## config.mk

```make
export PLATFORM = sky130hd
export DESIGN_NAME = spi_flash_ctrl
export DESIGN_NICKNAME = d
export VERILOG_FILES = /design/src/rtl/sfc_pkg.sv /design/src/rtl/sfc_lane_order.sv /design/src/rtl/sfc_shifter.sv /design/src/rtl/sfc_regs.sv /design/src/rtl/spi_flash_ctrl.sv
export SDC_FILE = /design/constraint.sdc
export NUM_CORES = 1
export LEC_CHECK = 0
export ABC_CLOCK_PERIOD_IN_PS = 1750
export BUFFER_PORTS_ARGS = -buffer_cell sky130_fd_sc_hd__buf_2
export CAP_MARGIN = 20
export CORE_MARGIN = 4
export CORE_UTILIZATION = 47
export CTS_BUF_LIST = sky130_fd_sc_hd__clkbuf_8
export DETAILED_ROUTE_END_ITERATION = 10
export GPL_ROUTABILITY_DRIVEN = 0
export PLACE_DENSITY = 0.69
export SYNTH_ARGS = -nofsm -noshare
export SYNTH_HDL_FRONTEND = slang
export SYNTH_SLANG_ARGS = --single-unit
```

## constraint.sdc

```tcl
create_clock -name clk -period 1.75 [get_ports clk]
set_input_delay 0 -clock clk [delete_from_list [all_inputs] [get_ports clk]]
set_output_delay 0 -clock clk [all_outputs]
set_load 0.05 [all_outputs]
```

## src/rtl/sfc_pkg.sv

```systemverilog
// Shared constants and helpers for the serial flash controller.
// Assumes a 32-bit data word and byte-addressed register offsets.
package sfc_pkg;
    localparam int ADDR_W = 4;
    localparam int WORD_W = 32;
    localparam int LANES  = WORD_W / 8;
    localparam int BITS_W = $clog2(WORD_W) + 1;

    localparam logic [ADDR_W-1:0] OFS_CFG = 4'h0;
    localparam logic [ADDR_W-1:0] OFS_CTL = 4'h8;
    localparam logic [ADDR_W-1:0] OFS_DAT = 4'hC;

    localparam int B_RX_ORDER = 28;
    localparam int B_TX_ORDER = 27;
    localparam int B_REL0     = 31;
    localparam int B_REL1     = 30;
    localparam int B_LEN      = 28;
    localparam int B_READY    = 27;
    localparam int B_PICK     = 24;

    typedef struct packed {
        logic rx_msb_first;
        logic tx_msb_first;
    } order_t;
endpackage

```

## src/rtl/sfc_lane_order.sv

```systemverilog
// Byte-lane arrangement between the bus word and the serial bit stream.
// Assumes the shifter sends from bit WORD_W-1 downward and collects
// received bits right-aligned, with the earliest bit highest.
module sfc_lane_order
    import sfc_pkg::*;
(
    input  logic [1:0]        tx_len,
    input  logic [1:0]        rx_len,
    input  order_t            order,
    input  logic [WORD_W-1:0] tx_raw,
    input  logic [WORD_W-1:0] rx_raw,
    output logic [WORD_W-1:0] tx_load,
    output logic [WORD_W-1:0] rx_word,
    output logic [BITS_W-1:0] tx_nbits
);
    logic [WORD_W-1:0] tx_swap, rx_left, rx_swap;
    logic [2:0]        rx_bytes;

    // Reverse byte lanes for the ascending-order variants.
    for (genvar g = 0; g < LANES; g++) begin : g_lane
        assign tx_swap[g*8 +: 8] = tx_raw[(LANES-1-g)*8 +: 8];
        assign rx_swap[g*8 +: 8] = rx_left[(LANES-1-g)*8 +: 8];
    end

    // Choose the transmit word and the bit count for the shifter.
    always_comb begin
        tx_load  = (tx_len != 2'd0 && !order.tx_msb_first) ? tx_swap : tx_raw;
        tx_nbits = BITS_W'((32'(tx_len) + 1) * 8);
    end

    // Left-align the received bytes, then reorder them if needed.
    always_comb begin
        rx_bytes = {1'b0, rx_len} + 3'd1;
        rx_left  = rx_raw << ((3'd4 - rx_bytes) * 8);
        rx_word  = (rx_len != 2'd0 && !order.rx_msb_first) ? rx_swap : rx_left;
    end
endmodule

```

## src/rtl/sfc_shifter.sv

```systemverilog
// Mode-0 serial engine: SCK idles low, MOSI changes after a falling edge,
// MISO is sampled on a rising edge. Each half period is HALF_DIV clocks.
// Assumes start is only raised while busy is low.
module sfc_shifter
    import sfc_pkg::*;
#(
    parameter int HALF_DIV = 2
) (
    input  logic              clk,
    input  logic              rst_n,
    input  logic              start,
    input  logic              tx_en,
    input  logic [WORD_W-1:0] load_word,
    input  logic [BITS_W-1:0] nbits,
    input  logic              miso,
    output logic              sck,
    output logic              mosi,
    output logic              busy,
    output logic              done,
    output logic [WORD_W-1:0] rx_bits
);
    localparam int DCW = (HALF_DIV > 1) ? $clog2(HALF_DIV) : 1;

    logic [DCW-1:0]    div_q;
    logic [BITS_W-1:0] bit_q, last_q;
    logic [WORD_W-1:0] tx_q, rx_q;
    logic              sck_q, busy_q, done_q;
    logic              half_end;

    assign half_end = (div_q == DCW'(HALF_DIV - 1));

    // Sequence the bit phases, shift data and flag completion.
    always_ff @(posedge clk) begin
        if (!rst_n) begin
            div_q  <= '0;
            bit_q  <= '0;
            last_q <= '0;
            tx_q   <= '0;
            rx_q   <= '0;
            sck_q  <= 1'b0;
            busy_q <= 1'b0;
            done_q <= 1'b0;
        end else begin
            done_q <= 1'b0;
            if (!busy_q) begin
                if (start) begin
                    busy_q <= 1'b1;
                    tx_q   <= tx_en ? load_word : '0;
                    rx_q   <= '0;
                    bit_q  <= '0;
                    last_q <= nbits - 1'b1;
                    div_q  <= '0;
                    sck_q  <= 1'b0;
                end
            end else if (half_end) begin
                div_q <= '0;
                if (!sck_q) begin
                    sck_q <= 1'b1;
                    rx_q  <= {rx_q[WORD_W-2:0], miso};
                end else begin
                    sck_q <= 1'b0;
                    tx_q  <= {tx_q[WORD_W-2:0], 1'b0};
                    if (bit_q == last_q) begin
                        busy_q <= 1'b0;
                        done_q <= 1'b1;
                    end else begin
                        bit_q <= bit_q + 1'b1;
                    end
                end
            end else begin
                div_q <= div_q + 1'b1;
            end
        end
    end

    assign sck     = sck_q;
    assign mosi    = busy_q & tx_q[WORD_W-1];
    assign busy    = busy_q;
    assign done    = done_q;
    assign rx_bits = rx_q;
endmodule

```

## src/rtl/sfc_regs.sv

```systemverilog
// Register file and access decode. Data accesses start a transfer only
// while the shifter is idle; all other data accesses are dropped.
// Assumes single-cycle bus strobes and combinational read data.
module sfc_regs
    import sfc_pkg::*;
(
    input  logic              clk,
    input  logic              rst_n,
    input  logic              bus_valid,
    input  logic              bus_write,
    input  logic [ADDR_W-1:0] bus_addr,
    input  logic [WORD_W-1:0] bus_wdata,
    output logic [WORD_W-1:0] bus_rdata,
    input  logic              busy,
    input  logic              xfer_done,
    input  logic [WORD_W-1:0] rx_word,
    output order_t            order,
    output logic [1:0]        cs_rel,
    output logic [1:0]        len_code,
    output logic [1:0]        len_active,
    output logic              start,
    output logic              start_tx
);
    logic       pick_q, rx_op_q;
    logic [WORD_W-1:0] cap_q;
    logic       hit_cfg, hit_ctl, hit_dat, dat_access;

    assign hit_cfg    = bus_valid && bus_addr == OFS_CFG;
    assign hit_ctl    = bus_valid && bus_addr == OFS_CTL;
    assign hit_dat    = bus_valid && bus_addr == OFS_DAT;
    assign dat_access = hit_dat && !busy;
    assign start      = dat_access;
    assign start_tx   = dat_access && bus_write;

    // Hold configuration and control fields written by software.
    always_ff @(posedge clk) begin
        if (!rst_n) begin
            order    <= '0;
            cs_rel   <= 2'b11;
            len_code <= 2'd0;
            pick_q   <= 1'b0;
        end else begin
            if (hit_cfg && bus_write) begin
                order.rx_msb_first <= bus_wdata[B_RX_ORDER];
                order.tx_msb_first <= bus_wdata[B_TX_ORDER];
            end
            if (hit_ctl && bus_write) begin
                cs_rel[0] <= bus_wdata[B_REL0];
                cs_rel[1] <= bus_wdata[B_REL1];
                len_code  <= bus_wdata[B_LEN +: 2];
                pick_q    <= bus_wdata[B_PICK];
            end
        end
    end

    // Latch the length and direction of the running transfer, and the result.
    always_ff @(posedge clk) begin
        if (!rst_n) begin
            len_active <= 2'd0;
            rx_op_q    <= 1'b0;
            cap_q      <= '0;
        end else begin
            if (start) begin
                len_active <= len_code;
                rx_op_q    <= !bus_write;
            end
            if (xfer_done && rx_op_q) cap_q <= rx_word;
        end
    end

    // Return the selected register view.
    always_comb begin
        bus_rdata = '0;
        if (hit_cfg) begin
            bus_rdata[B_RX_ORDER] = order.rx_msb_first;
            bus_rdata[B_TX_ORDER] = order.tx_msb_first;
        end else if (hit_ctl) begin
            bus_rdata[B_REL0]     = cs_rel[0];
            bus_rdata[B_REL1]     = cs_rel[1];
            bus_rdata[B_LEN +: 2] = len_code;
            bus_rdata[B_READY]    = !busy;
            bus_rdata[B_PICK]     = pick_q;
        end else if (hit_dat) begin
            bus_rdata = cap_q;
        end
    end
endmodule

```

## src/rtl/spi_flash_ctrl.sv

```systemverilog
// Top level of the half-duplex serial flash controller: register file,
// lane arrangement and mode-0 shifter. Chip selects follow software.
module spi_flash_ctrl
    import sfc_pkg::*;
#(
    parameter int HALF_DIV = 2
) (
    input  logic              clk,
    input  logic              rst_n,
    input  logic              bus_valid,
    input  logic              bus_write,
    input  logic [ADDR_W-1:0] bus_addr,
    input  logic [WORD_W-1:0] bus_wdata,
    output logic [WORD_W-1:0] bus_rdata,
    output logic              sck,
    output logic              mosi,
    input  logic              miso,
    output logic [1:0]        cs_n
);
    order_t            order_w;
    logic [1:0]        cs_rel_w, len_w, len_act_w;
    logic              start_w, start_tx_w, busy_w, done_w;
    logic [WORD_W-1:0] tx_load_w, rx_bits_w, rx_word_w;
    logic [BITS_W-1:0] nbits_w;

    sfc_regs u_regs (
        .clk        (clk),
        .rst_n      (rst_n),
        .bus_valid  (bus_valid),
        .bus_write  (bus_write),
        .bus_addr   (bus_addr),
        .bus_wdata  (bus_wdata),
        .bus_rdata  (bus_rdata),
        .busy       (busy_w),
        .xfer_done  (done_w),
        .rx_word    (rx_word_w),
        .order      (order_w),
        .cs_rel     (cs_rel_w),
        .len_code   (len_w),
        .len_active (len_act_w),
        .start      (start_w),
        .start_tx   (start_tx_w)
    );

    sfc_lane_order u_lanes (
        .tx_len   (len_w),
        .rx_len   (len_act_w),
        .order    (order_w),
        .tx_raw   (bus_wdata),
        .rx_raw   (rx_bits_w),
        .tx_load  (tx_load_w),
        .rx_word  (rx_word_w),
        .tx_nbits (nbits_w)
    );

    sfc_shifter #(.HALF_DIV(HALF_DIV)) u_shift (
        .clk       (clk),
        .rst_n     (rst_n),
        .start     (start_w),
        .tx_en     (start_tx_w),
        .load_word (tx_load_w),
        .nbits     (nbits_w),
        .miso      (miso),
        .sck       (sck),
        .mosi      (mosi),
        .busy      (busy_w),
        .done      (done_w),
        .rx_bits   (rx_bits_w)
    );

    assign cs_n = cs_rel_w;
endmodule

```

==> flow_summary_export.csv <==
group,metric,value,unit
worst_setup_path,startpoint_type,"flip-flop",
worst_setup_path,path_buf_inv,1,
min_path,worst_hold_path_type,"input pin to flip-flop",
worst_setup_path,path_cells,"or4_4 > a211oi_4 > buf_4 > a21oi_2 > o221a_1",
clock_network,clkLatencyLatePin,0.45,ns
global_routing,grt_first_pass_wirelength,28.1,mm
worst_setup_path,cp.arrival,2.05,ns
yosys,yosysWarnings,0,
floorplanning,coreArea,12800,um^2
floorplanning,die_h,124,um
detailed_routing,dr.pass1.iters,5,
run,drv_cap,0,
global_routing,grt-ovfl-total,0,
yosys,yosysSeqAreaShare,0.380,
floorplanning,dieWidth,124,um
global_routing,grt_pass1_vias,5590,
sta,hold-worst-slack,0.0214,ns
clock_network,clockBufferDepth,2,
global_routing,antenna_found_initial,0,
yosys,ys_top_cells_by_count,"mux2i_1, dfxtp_1, nor2_1",
final_layout,antenna_cells,0,
sta,tightest_slew,0.667,ns
clock_network,cts-root-buf,"clkbuf_8",
place,io_buffers,76,
power_and_ir_drop,p_leak,3.21,nW
power_and_ir_drop,report.power.total,5.16,mW
sta,hold_viol,0,
sta,rsz0062_at_grt,"no",
floorplanning,dieArea,15300,um^2
yosys,synth_ff_type,"dfxtp_1",
worst_setup_path,critPathRequiredTime,2.08,ns
sta,finalSetupViolations,0,
worst_setup_path,critPathMaxFanout,3,
sta,worst_slack,0.0361,ns
sta,fmax,583,MHz
floorplanning,rows,41,
detailed_routing,wl_per_cell,16.8,um
final_layout,drive_gt1_frac,0.202,
worst_setup_path,cp_top_family,"compound AO/OA/AOI/OAI gates",
detailed_routing,num_vias,5851,
yosys,synth_top_area_cell,"dfxtp_1",
final_layout,final_nets,883,
yosys,ys_types,49,
clock_network,cts_tree,"done",
place,place_area,7060,um^2
yosys,synth_nets,774,
place,dp_cells,958,
place,preCtsSetupSlack,-0.0262,ns
yosys,syn_area,6270,um^2
sta,maxSlewHeadroom,0.552,
run_status,status,"complete, no violations",
yosys,ys_ff_latch,119,
clock_network,numCtsBuffers,17,
global_routing,grt_usage,0.232,
sta,fin_skew,0.0113,ns
worst_setup_path,cp_slowest_stage_delay,0.55,ns
worst_setup_path,end_kind,"flip-flop",
final_layout,regArea,2390,um^2
power_and_ir_drop,ir_drop,0.419,mV
global_routing,grt_max_degree,47,
final_layout,final_cells,1023,
place,place_hpwl,11.9,mm
final_layout,fin_area,7760,um^2
detailed_routing,viasPerCell,5.72,
final_layout,nFillCells,1097,
sta,slew_violations,0,
yosys,async_flop_share,0,
yosys,synth_edf_count,0,
yosys,synth_top_area_share,0.380,
sta,min_period_over_period,0.979,
floorplanning,ioPinCount,77,
power_and_ir_drop,powerDensity,665,nW/um^2
clock_network,clkSlewWorstSetupHoldPaths,0.07,ns
final_layout,syn_to_final_growth,23.6,%
yosys,synth_area_leaders,"dfxtp_1, mux2i_1, a21oi_1",
sta,final.setup.tns,0,ns
yosys,yosysMostFrequentCell,"mux2i_1",
yosys,avgSynthCellArea,8.58,um^2
floorplanning,initial_core_util,0.489,
detailed_routing,drt-total-wl,17.1,mm
worst_setup_path,slowest_stage,"or4_4",
detailed_routing,drc,0,
final_layout,fin_util,0.605,
yosys,synth_cells,731,
clock_network,clock_sinks,119,
detailed_routing,drtIter0Drc,418,
sta,layout_min_cycle_time,1.71,ns
clock_network,ctsHtreeMaxLevel,4,
worst_setup_path,path_class,"flip-flop to flip-flop",
detailed_routing,postRouteAntennaNets,0,
final_layout,multi_input_area,3650,um^2
[final cells by class]
type | count | share of cell area
repair buffers | 156 | 0.150
clock inverters | 9 | 0.00500
inverters | 4 | 0.00194
flip-flops and latches | 119 | 0.308
multi-input cells | 542 | 0.470
clock buffers | 21 | 0.0373
well taps | 172 | 0.0277
[what timing repair did]
action / 4_1_cts / 5_1_grt
buffers inserted: 0 / 2
endpoints found under the setup margin: 2 / 7
gates resized for setup: 1 / 8
endpoints found under the hold margin: 35 / 0
hold buffers: 33 / 0
pin swaps: 1 / 2
[flip-flops by register name, summed over array words and instances, names as in the netlist, 2 cells and up]
| name | count |
|---|---|
| u_regs.cap_q | 32 |
| u_shift.rx_bits | 32 |
| u_shift.tx_q | 32 |
| u_shift.bit_q | 6 |
| u_shift.last_q | 3 |
| u_regs.cs_rel | 2 |
| u_regs.len_active | 2 |
| u_regs.len_code | 2 |
| u_regs.order | 2 |
[cell families (layout without fill, tap and decap cells)]
family	after synthesis	count (layout)	share of synthesized area
simple gates	232	232	0.177
buf+inv	70	190	0.0457
flops	119	119	0.380
compound gates	180	180	0.189
mux	125	125	0.200
xor+xnor	3	3	0.00419
fa+ha+maj	2	2	0.00399
[tightest hold or removal path: stages]
cell and delay (ns):
buf_2 0.10, mux2i_1 0.08, o22a_1 0.17, nor2_1 0.07
[layout by cell type (no fill, tap or decap), types with 32 or more instances in the layout]
| cell type | synthesis | layout |
|---|---|---|
| a21oi_1 | 58 | 56 |
| buf_2 | 19 | 75 |
| buf_4 | 0 | 40 |
| dfxtp_1 | 119 | 116 |
| dlygate4sd3_1 | 0 | 33 |
| mux2i_1 | 122 | 121 |
| nand2_1 | 60 | 60 |
| nand3_1 | 38 | 37 |
| nor2_1 | 72 | 71 |
| o21ai_0 | 45 | 45 |
| o22a_1 | 32 | 32 |
[report_power, final]
| part | switching [mW] | internal [mW] | total [mW] |
|---|---|---|---|
| Combinational | 0.177 | 0.156 | 0.332 |
| Sequential | 0.00731 | 2.72 | 2.73 |
| Clock | 1.02 | 1.08 | 2.10 |
[worst paths after layout]
kind / from / endpoint / slack [ns] / cells after the start
min: bus_wdata[7] / u_shift.tx_q[31]$_SDFFE_PN0P_ / 0.02 / 4
max reg2reg: u_shift.last_q[2]$_SDFFE_PN0P_ / u_shift.bit_q[4]$_SDFFE_PN0P_ / 0.04 / 5
max: u_shift.last_q[2]$_SDFFE_PN0P_ / u_shift.bit_q[4]$_SDFFE_PN0P_ / 0.04 / 5
min reg2reg: u_shift.bit_q[5]$_SDFFE_PN0P_ / u_shift.bit_q[5]$_SDFFE_PN0P_ / 0.48 / 2
[layer usage]
metal | track usage | vias to the layer above | wire length [um]
li1 | - | 2864 | -
met1 | 0.305 | 2778 | 7690
met2 | 0.368 | 172 | 8150
met3 | 0.0522 | 37 | 958
met4 | 0.0934 | 0 | 343
met5 | 0 | - | 0
No activity file was read; power rests on OpenSTA's default activity.
